<file path="config.mk">
export PLATFORM = sky130hd
export DESIGN_NAME = fpulse_gen
export DESIGN_NICKNAME = d
export VERILOG_FILES = /design/src/rtl/fpg_pkg.sv /design/src/rtl/fpg_ctrl.sv /design/src/rtl/fpg_datapath.sv /design/src/rtl/fpulse_gen.sv
export SDC_FILE = /design/constraint.sdc
export NUM_CORES = 1
export LEC_CHECK = 0
export BUFFER_PORTS_ARGS = -buffer_cell sky130_fd_sc_hd__buf_2
export CAP_MARGIN = 40
export CORE_ASPECT_RATIO = 1.2
export CORE_MARGIN = 10
export CORE_UTILIZATION = 45
export CTS_BUF_LIST = sky130_fd_sc_hd__clkbuf_4 sky130_fd_sc_hd__clkbuf_8 sky130_fd_sc_hd__clkbuf_16
export CTS_CLUSTER_SIZE = 25
export DETAILED_ROUTE_END_ITERATION = 10
export HOLD_SLACK_MARGIN = 0.03
export SLEW_MARGIN = 30
export SYNTH_ARGS = -nofsm -noshare
export SYNTH_HDL_FRONTEND = slang
export SYNTH_HIERARCHICAL = 1
export SYNTH_SLANG_ARGS = --single-unit
</file>
<file path="constraint.sdc">
create_clock -name clk -period 12 [get_ports clk]
set_clock_uncertainty 0.1 [all_clocks]
set_input_delay 1.8 -clock clk [delete_from_list [all_inputs] [get_ports clk]]
set_output_delay 1.8 -clock clk [all_outputs]
set_load 0.05 [all_outputs]
</file>
<file path="src/rtl/fpg_pkg.sv">
`timescale 1ns/1ps
package fpg_pkg;
  typedef enum logic [1:0] {
    SEL_OFF    = 2'd0,
    SEL_SQUARE = 2'd1,
    SEL_WIDTH  = 2'd2,
    SEL_RSVD   = 2'd3
  } selMode_e;

  typedef struct packed {
    logic frameStart;
    logic superStart;
  } strobes_t;
endpackage

</file>
<file path="src/rtl/fpg_ctrl.sv">
`timescale 1ns/1ps
module fpg_ctrl
  import fpg_pkg::*;
#(
  parameter int FRAME_CYCLES     = 9720,
  parameter int FRAMES_PER_SUPER = 4,
  parameter int POS_W            = 16
) (
  input  logic             clk,
  input  logic             rst_n,
  input  logic             syncRestart,
  output strobes_t         strobes,
  output logic [POS_W-1:0] framePos,
  output logic [POS_W-1:0] superPos
);
  localparam int SUB_W = (FRAMES_PER_SUPER > 1) ? $clog2(FRAMES_PER_SUPER) : 1;
  localparam logic [POS_W-1:0] FRAME_LAST = POS_W'(FRAME_CYCLES - 1);
  localparam logic [SUB_W-1:0] SUB_LAST   = SUB_W'(FRAMES_PER_SUPER - 1);
  localparam logic [POS_W-1:0] FRAME_LEN  = POS_W'(FRAME_CYCLES);

  logic [POS_W-1:0] frameCnt;
  logic [SUB_W-1:0] subCnt;

  always_ff @(posedge clk or negedge rst_n) begin
    if (!rst_n) begin
      frameCnt <= '0;
      subCnt   <= '0;
    end else if (syncRestart) begin
      frameCnt <= '0;
      subCnt   <= '0;
    end else if (frameCnt == FRAME_LAST) begin
      frameCnt <= '0;
      subCnt   <= (subCnt == SUB_LAST) ? '0 : subCnt + 1'b1;
    end else begin
      frameCnt <= frameCnt + 1'b1;
    end
  end

  always_comb begin
    framePos           = frameCnt;
    superPos           = POS_W'(subCnt) * FRAME_LEN + frameCnt;
    strobes.frameStart = (frameCnt == '0);
    strobes.superStart = (frameCnt == '0) && (subCnt == '0);
  end
endmodule

</file>
<file path="src/rtl/fpg_datapath.sv">
`timescale 1ns/1ps
module fpg_datapath
  import fpg_pkg::*;
#(
  parameter int FRAME_CYCLES = 9720,
  parameter int SUPER_CYCLES = 38880,
  parameter int POS_W        = 16,
  parameter int WIDTH_W      = 16
) (
  input  logic               clk,
  input  logic               rst_n,
  input  strobes_t           strobes,
  input  logic [POS_W-1:0]   framePos,
  input  logic [POS_W-1:0]   superPos,
  input  logic [1:0]         frameSel,
  input  logic [WIDTH_W-1:0] frameWidth,
  input  logic [1:0]         superSel,
  input  logic [WIDTH_W-1:0] superWidth,
  output logic               framePulse,
  output logic               frameOe,
  output logic               superPulse,
  output logic               superOe
);
  localparam int NCH = 2;

  logic [POS_W-1:0]   posArr   [NCH];
  logic [1:0]         selArr   [NCH];
  logic [WIDTH_W-1:0] widthArr [NCH];
  logic               startArr [NCH];
  logic               pulseArr [NCH];
  logic               oeArr    [NCH];

  always_comb begin
    posArr[0]   = framePos;
    posArr[1]   = superPos;
    selArr[0]   = frameSel;
    selArr[1]   = superSel;
    widthArr[0] = frameWidth;
    widthArr[1] = superWidth;
    startArr[0] = strobes.frameStart;
    startArr[1] = strobes.superStart;
  end

  for (genvar g = 0; g < NCH; g++) begin : g_chan
    localparam int PER = (g == 0) ? FRAME_CYCLES : SUPER_CYCLES;
    localparam logic [WIDTH_W-1:0] WMAX = WIDTH_W'(PER - 1);

    logic [WIDTH_W-1:0] widthHeld;
    logic [WIDTH_W-1:0] widthClamped;
    selMode_e           mode;

    always_comb begin
      if (widthArr[g] == '0)                 widthClamped = WIDTH_W'(1);
      else if (32'(widthArr[g]) >= 32'(PER)) widthClamped = WMAX;
      else                                   widthClamped = widthArr[g];
    end

    always_ff @(posedge clk or negedge rst_n) begin
      if (!rst_n)           widthHeld <= WIDTH_W'(1);
      else if (startArr[g]) widthHeld <= widthClamped;
    end

    always_comb begin
      mode = selMode_e'(selArr[g]);
      unique case (mode)
        SEL_SQUARE: begin
          oeArr[g]    = 1'b1;
          pulseArr[g] = 32'(posArr[g]) < 32'(PER / 2);
        end
        SEL_WIDTH: begin
          oeArr[g]    = 1'b1;
          pulseArr[g] = startArr[g] || (32'(posArr[g]) < 32'(widthHeld));
        end
        default: begin
          oeArr[g]    = 1'b0;
          pulseArr[g] = 1'b0;
        end
      endcase
    end
  end

  assign framePulse = pulseArr[0];
  assign frameOe    = oeArr[0];
  assign superPulse = pulseArr[1];
  assign superOe    = oeArr[1];
endmodule

</file>
<file path="src/rtl/fpulse_gen.sv">
`timescale 1ns/1ps
module fpulse_gen
  import fpg_pkg::*;
#(
  parameter int FRAME_CYCLES     = 9720,
  parameter int FRAMES_PER_SUPER = 4,
  parameter int WIDTH_W          = 16
) (
  input  logic               clk,
  input  logic               rst_n,
  input  logic               syncRestart,
  input  logic [1:0]         frameSel,
  input  logic [WIDTH_W-1:0] frameWidth,
  input  logic [1:0]         superSel,
  input  logic [WIDTH_W-1:0] superWidth,
  output logic               framePulse,
  output logic               frameOe,
  output logic               superPulse,
  output logic               superOe
);
  localparam int SUPER_CYCLES = FRAME_CYCLES * FRAMES_PER_SUPER;
  localparam int POS_W        = $clog2(SUPER_CYCLES);

  strobes_t         strobes;
  logic [POS_W-1:0] framePos;
  logic [POS_W-1:0] superPos;

  fpg_ctrl #(
    .FRAME_CYCLES(FRAME_CYCLES),
    .FRAMES_PER_SUPER(FRAMES_PER_SUPER),
    .POS_W(POS_W)
  ) ctrl_i (
    .clk(clk),
    .rst_n(rst_n),
    .syncRestart(syncRestart),
    .strobes(strobes),
    .framePos(framePos),
    .superPos(superPos)
  );

  fpg_datapath #(
    .FRAME_CYCLES(FRAME_CYCLES),
    .SUPER_CYCLES(SUPER_CYCLES),
    .POS_W(POS_W),
    .WIDTH_W(WIDTH_W)
  ) dp_i (
    .clk(clk),
    .rst_n(rst_n),
    .strobes(strobes),
    .framePos(framePos),
    .superPos(superPos),
    .frameSel(frameSel),
    .frameWidth(frameWidth),
    .superSel(superSel),
    .superWidth(superWidth),
    .framePulse(framePulse),
    .frameOe(frameOe),
    .superPulse(superPulse),
    .superOe(superOe)
  );
endmodule

</file>
# Word level (Yosys, flattened, before mapping)
# Index checks and enable logic that the tools add are counted.
dict set report op_classes {
  bitwise 0
  n_reduce_logical 10
  mux 13
  magnitude_cmp 6
  div 0
  shifts 0
  addsub 3
  eq_ne 6
  mul 1
}
# op count
set op_table {}
lappend op_table {{two-way mux 16 bit} 6}
lappend op_table {{zero test 16 bit} 3}
lappend op_table {{< comparator 16 bit} 2}
lappend op_table {{adder 16 x 1 -> 16 bit (second input constant)} 1}
lappend op_table {{adder 16 bit} 1}
lappend op_table {{== test 16 x 14 -> 1 bit (second input constant)} 1}
lappend op_table {{>= comparator 16 x 14 -> 1 bit (second input constant)} 1}
lappend op_table {{>= comparator 16 bit (second input constant)} 1}
lappend op_table {{< comparator 16 x 13 -> 1 bit (second input constant)} 1}
lappend op_table {{< comparator 16 x 15 -> 1 bit (second input constant)} 1}
lappend op_table {{multiplier 2 x 11 -> 13 bit (second input constant)} 1}
lappend op_table {{== test 2 bit (second input constant)} 3}
lappend op_table {{two-way mux 2 bit} 3}
lappend op_table {{== test 2 x 1 -> 1 bit (second input constant)} 2}
lappend op_table {{one-hot mux 1 bit (2 select lines)} 2}
lappend op_table {{OR reduction 2 bit} 2}
lappend op_table {{adder 2 x 1 -> 2 bit (second input constant)} 1}
lappend op_table {{zero test 2 bit} 1}
lappend op_table {{logical OR 1 bit} 2}
lappend op_table {{two-way mux 1 bit} 2}
lappend op_table {{nonzero test 2 bit} 1}
lappend op_table {{logical AND 1 bit} 1}
dict set report word_totals {
  out_inout_bits 4
  wordCells 43
  latchBits 0
  mem_bits_rw 0
  regBits 50
  memories 0
  rom_bits 0
}

# Longest topological paths before layout
dict set report logic_depth {
  word_depth 5
  depth_mapped 15
  ltp_nobuf 15
}

# Cells and area by module
# The synthesis kept the hierarchy.
# mod area_each_um2 instances seq_area_each_um2 cells_per_inst
set by_module_without_submodules {}
lappend by_module_without_submodules {fpg_datapath 2248.4 1 803.3 243}
lappend by_module_without_submodules {fpg_ctrl 1689.1 1 450.4 202}

# Worst setup path before layout
# No wires, ideal clock.
dict set report synth_path {
  path_kind {reg2out}
  from {register ctrl_i.subCnt[0]}
  to {output superPulse}
  slack_ns 6.466
  t_arrival_ns 3.634
  path_stages_with_launch 13
  path_buffers 0
  path_cell_list {dfrtp_1 > inv_1 > ha_1 > inv_1 > fa_1 > and2b_1 > o31ai_2 > a211oi_2 > mux2i_1 > or4_1 > nor4b_1 > a221oi_1 > o2bb2ai_1}
}
dict set report synth_between {
  elab_chain_cells 5
}
# item line
set synth_rtl {}
lappend synth_rtl {{start: declaration} fpg_ctrl.sv:22} ;# logic [SUB_W-1:0] subCnt;
lappend synth_rtl {{start signal: assignment} fpg_ctrl.sv:33} ;# subCnt <= (subCnt == SUB_LAST) ? '0 : subCnt + 1'b1;
lappend synth_rtl {{multiplier 2 x 11 -> 13 bit (*)} fpg_ctrl.sv:41} ;# superPos = POS_W'(subCnt) * FRAME_LEN + frameCnt;
lappend synth_rtl {{adder 16 bit (*)} fpg_ctrl.sv:41}
lappend synth_rtl {{net superPos[15]} fpulse_gen.sv:26} ;# logic [POS_W-1:0] superPos;
lappend synth_rtl {{< comparator 16 bit} fpg_datapath.sv:72} ;# pulseArr[g] = startArr[g] || (32'(posArr[g]) < 32'(widthHeld));
lappend synth_rtl {{logical OR 1 bit} fpg_datapath.sv:72}
lappend synth_rtl {{one-hot mux 1 bit (2 select lines) (*)} fpg_datapath.sv:65} ;# unique case (mode)
lappend synth_rtl {{end: declaration} fpulse_gen.sv:18} ;# output logic superPulse,
# Mark *: on every way through the listed nets, which the timed path passes. The rest lies on a longest branch.

# Worst setup path after layout
# Ends and elaborated chain as after synthesis.

==> metrics <==
Final Hold Viols 0; kind of critical path flip-flop to output pin; hold path depth 2; ys flop type dfrtp_1; top cells by area, synth dfrtp_1 (31%), ha_1 (17%), inv_1 (5.4%), nor2_1 (5.2%), o22ai_1 (2.5%); Routed WL about 9000 µm; WHS Endpoint dp_i/g_chan[0].widthHeld[15]; Tcrit/Tclk final between 40 and 50%; CP max stage delay 0.49 ns; Synth area leader dfrtp_1; Worst slew margin between 40% and 50%; Via density 5.56; IO buf count 42; # diodes 0; # fillers 837; Tot Pwr 401 µW; Hold Startpoint dp_i/g_chan[0].widthHeld[15]; cts hold-fix bufs 0; initial antenna violation count 0; Post-Syn Area about 0.004 mm²; final setup fails 0; Die ar. between 0.01 and 0.015 mm²; R2R Setup Slk around 9.1 ns; reg2reg end dp_i/g_chan[1].widthHeld[0]; Yosys warnings 6; Cells after Synth 445; CP cell instances inv_1 -> ha_1 -> ha_1 -> a21oi_1 -> nand4b_1 -> a21boi_0 -> o21ai_0 -> a211oi_1 -> ha_1 -> and4_1 -> nand2_1 -> a21oi_1 -> o41ai_1 -> o2bb2ai_1 -> buf_2; Final TNS setup 0 ns; I/O pins 43; Post-CTS Setup Bufs 0; pwr dens 92.1 mW/mm²; grt total ovfl 0; CTS Buf Count 5; most frequent cell after synthesis inv_1; drt first pass iters 4; root buf cell clkbuf_8; Routed Antenna Nets 0; CP max FO 8; Chip Height 122 µm; Area after DPL 0.00423 mm²; Die X-Extent 105 µm; area share of the largest cell type after synthesis around 30%; core area roughly 0.0086 mm²; status complete, no violations; Overall Global Routing Usage 14.4%; minimum clock period around 6 ns; Peak Freq 167 MHz; post-CTS sizing 0; Slew Viols, Final 0; WP data arrival 4.10 ns; CP Data Required Time approximately 10 ns; Commonest cells post-synth inv_1 (57), nor2_1 (55), ha_1 (54); slowest CP cell dfrtp_1; design area 0.00435 mm²; CTS tree done; hold slack 0.407 ns; VDD IR-drop max 0.0000555 V; reg2reg start ctrl_i/framePos[15]; vias in the first global route 3,459; Top delay family on crit path compound AO/OA/AOI/OAI gates; Yosys cell types just over 60; pin count of the biggest net entering global routing 51; via count 3,340; Least-Margin Pin Slew around 0.77 ns; clock latency on the worst-skew pair 0.30 ns; gpl congestion 0.880; share of cells above drive strength 1 13.2%; Clock Sinks 50; area grow syn2layout 10.5%; Max Cap Viol 0; critical path's most frequent cell ha_1; H-tree levels 2; average size of a mapped cell ~8.8 µm²; Hold WC Path Type flip-flop to flip-flop; Clock Tree Buf Depth 2; crit start category flip-flop; RSZ-0062 raised after global routing no; Buf+Inv Stages, Crit Path 2; critical path capture point type output pin; Layout Nets around 580; FF+latch count, synth 50; site row count 37; DP Wirelength 7380 µm; number of flops mapped to enable cells by yosys 0; wire per inst 15.4 µm; Initial Util 46.0%; clk slew on worst S/H paths about 0.09 ns; number of remaining DRC errors 0; asr flop ratio synth 100%; R2R cell count 7; DRT iter0 DRCs 147; sequential area share after synthesis a little under a third; P_leak between 0.002 and 0.0025 µW; first-pass GRT wire length 15,800 µm; syn nets ~540
## flip-flops by register name (all words and copies together), names as in the netlist
signal	count
ctrl_i/framePos	16
ctrl_i/subCnt	2
dp_i/g_chan.widthHeld	32
## layout by cell type, fill, tap and decap left out, types with 5 or more instances in the layout
cell type	count
a211oi_1	5
a21o_1	5
a21oi_1	15
buf_2	42
clkbuf_8	5
dfrtp_1	48
ha_1	54
inv_1	57
nand2_1	18
nand2b_1	5
nand3_1	13
nand4_1	13
nor2_1	55
nor3_1	9
nor4_1	7
o21ai_0	17
o221a_1	6
o22ai_1	16
xnor2_1	11
xor2_1	7
## kinds of logic after synthesis
logic type | count (synthesis) | synth area share [%]
simple gates | 149 | 19.5
compound gates | 100 | 18.7
buf+inv | 70 | 7.50
fa+ha+maj | 55 | 17.7
flops | 50 | 31.8
xor+xnor | 18 | 4.00
mux | 3 | 0.763
## worst reg2reg max path, cell delays in order, from the launching register on
cell	delay, ns
dfrtp_1	0.52
nor4_1	0.31
nand2_1	0.12
nand4b_1	0.20
nor4_2	0.22
and2_1	0.62
o41ai_4	0.36
o32a_1	0.41
## final cells by class
class | instances | area (µm²) | area share [%]
Clock inverter | 2 | 38.8 | 0.892
Timing Repair Buffer | 44 | 225 | 5.18
Inverter | 57 | 214 | 4.92
Tap cell | 117 | 146 | 3.37
Sequential cell | 50 | 1250 | 28.8
Clock buffer | 6 | 76.3 | 1.75
Multi-Input combinational cell | 325 | 2390 | 55.1
## worst max-delay path by stage
stage                          start    endpoint  slack [ns]  cells after the start
floorplan           ctrl_i/subCnt[0]  superPulse        6.47                     12
global placement    ctrl_i/subCnt[0]  superPulse        6.42                     16
detailed placement  ctrl_i/subCnt[0]  superPulse        6.33                     16
CTS                 ctrl_i/subCnt[0]  superPulse        5.99                     16
global route        ctrl_i/subCnt[0]  superPulse        5.64                     16
finish              ctrl_i/subCnt[0]  superPulse        6.00                     15
## routing by layer
metal / up-vias / wire (µm) / global-route usage (%)
met3: 12 / 280 / 2.25
met4: 0 / 123 / 4.12
met1: 1581 / 4060 / 16.9
li1: 1689 / - / -
met5: - / 0 / 0
met2: 58 / 4790 / 26.5
## through the flow
stage	setup slack [ns]	util, %	std cells
6_report	6.00	50.8	601
3_3_place_gp	6.42	49.4	593
5_1_grt	5.64	50.8	601
4_1_cts	5.99	50.8	601
3_5_place_dp	6.33	49.4	593
2_1_floorplan	6.47	-	445
## power by group
part           switching, µW  internal, µW
combinational           52.8          33.0
sequential              7.15           185
clock                   57.4          64.9
Note: power is estimated with default switching activity, not from simulation.
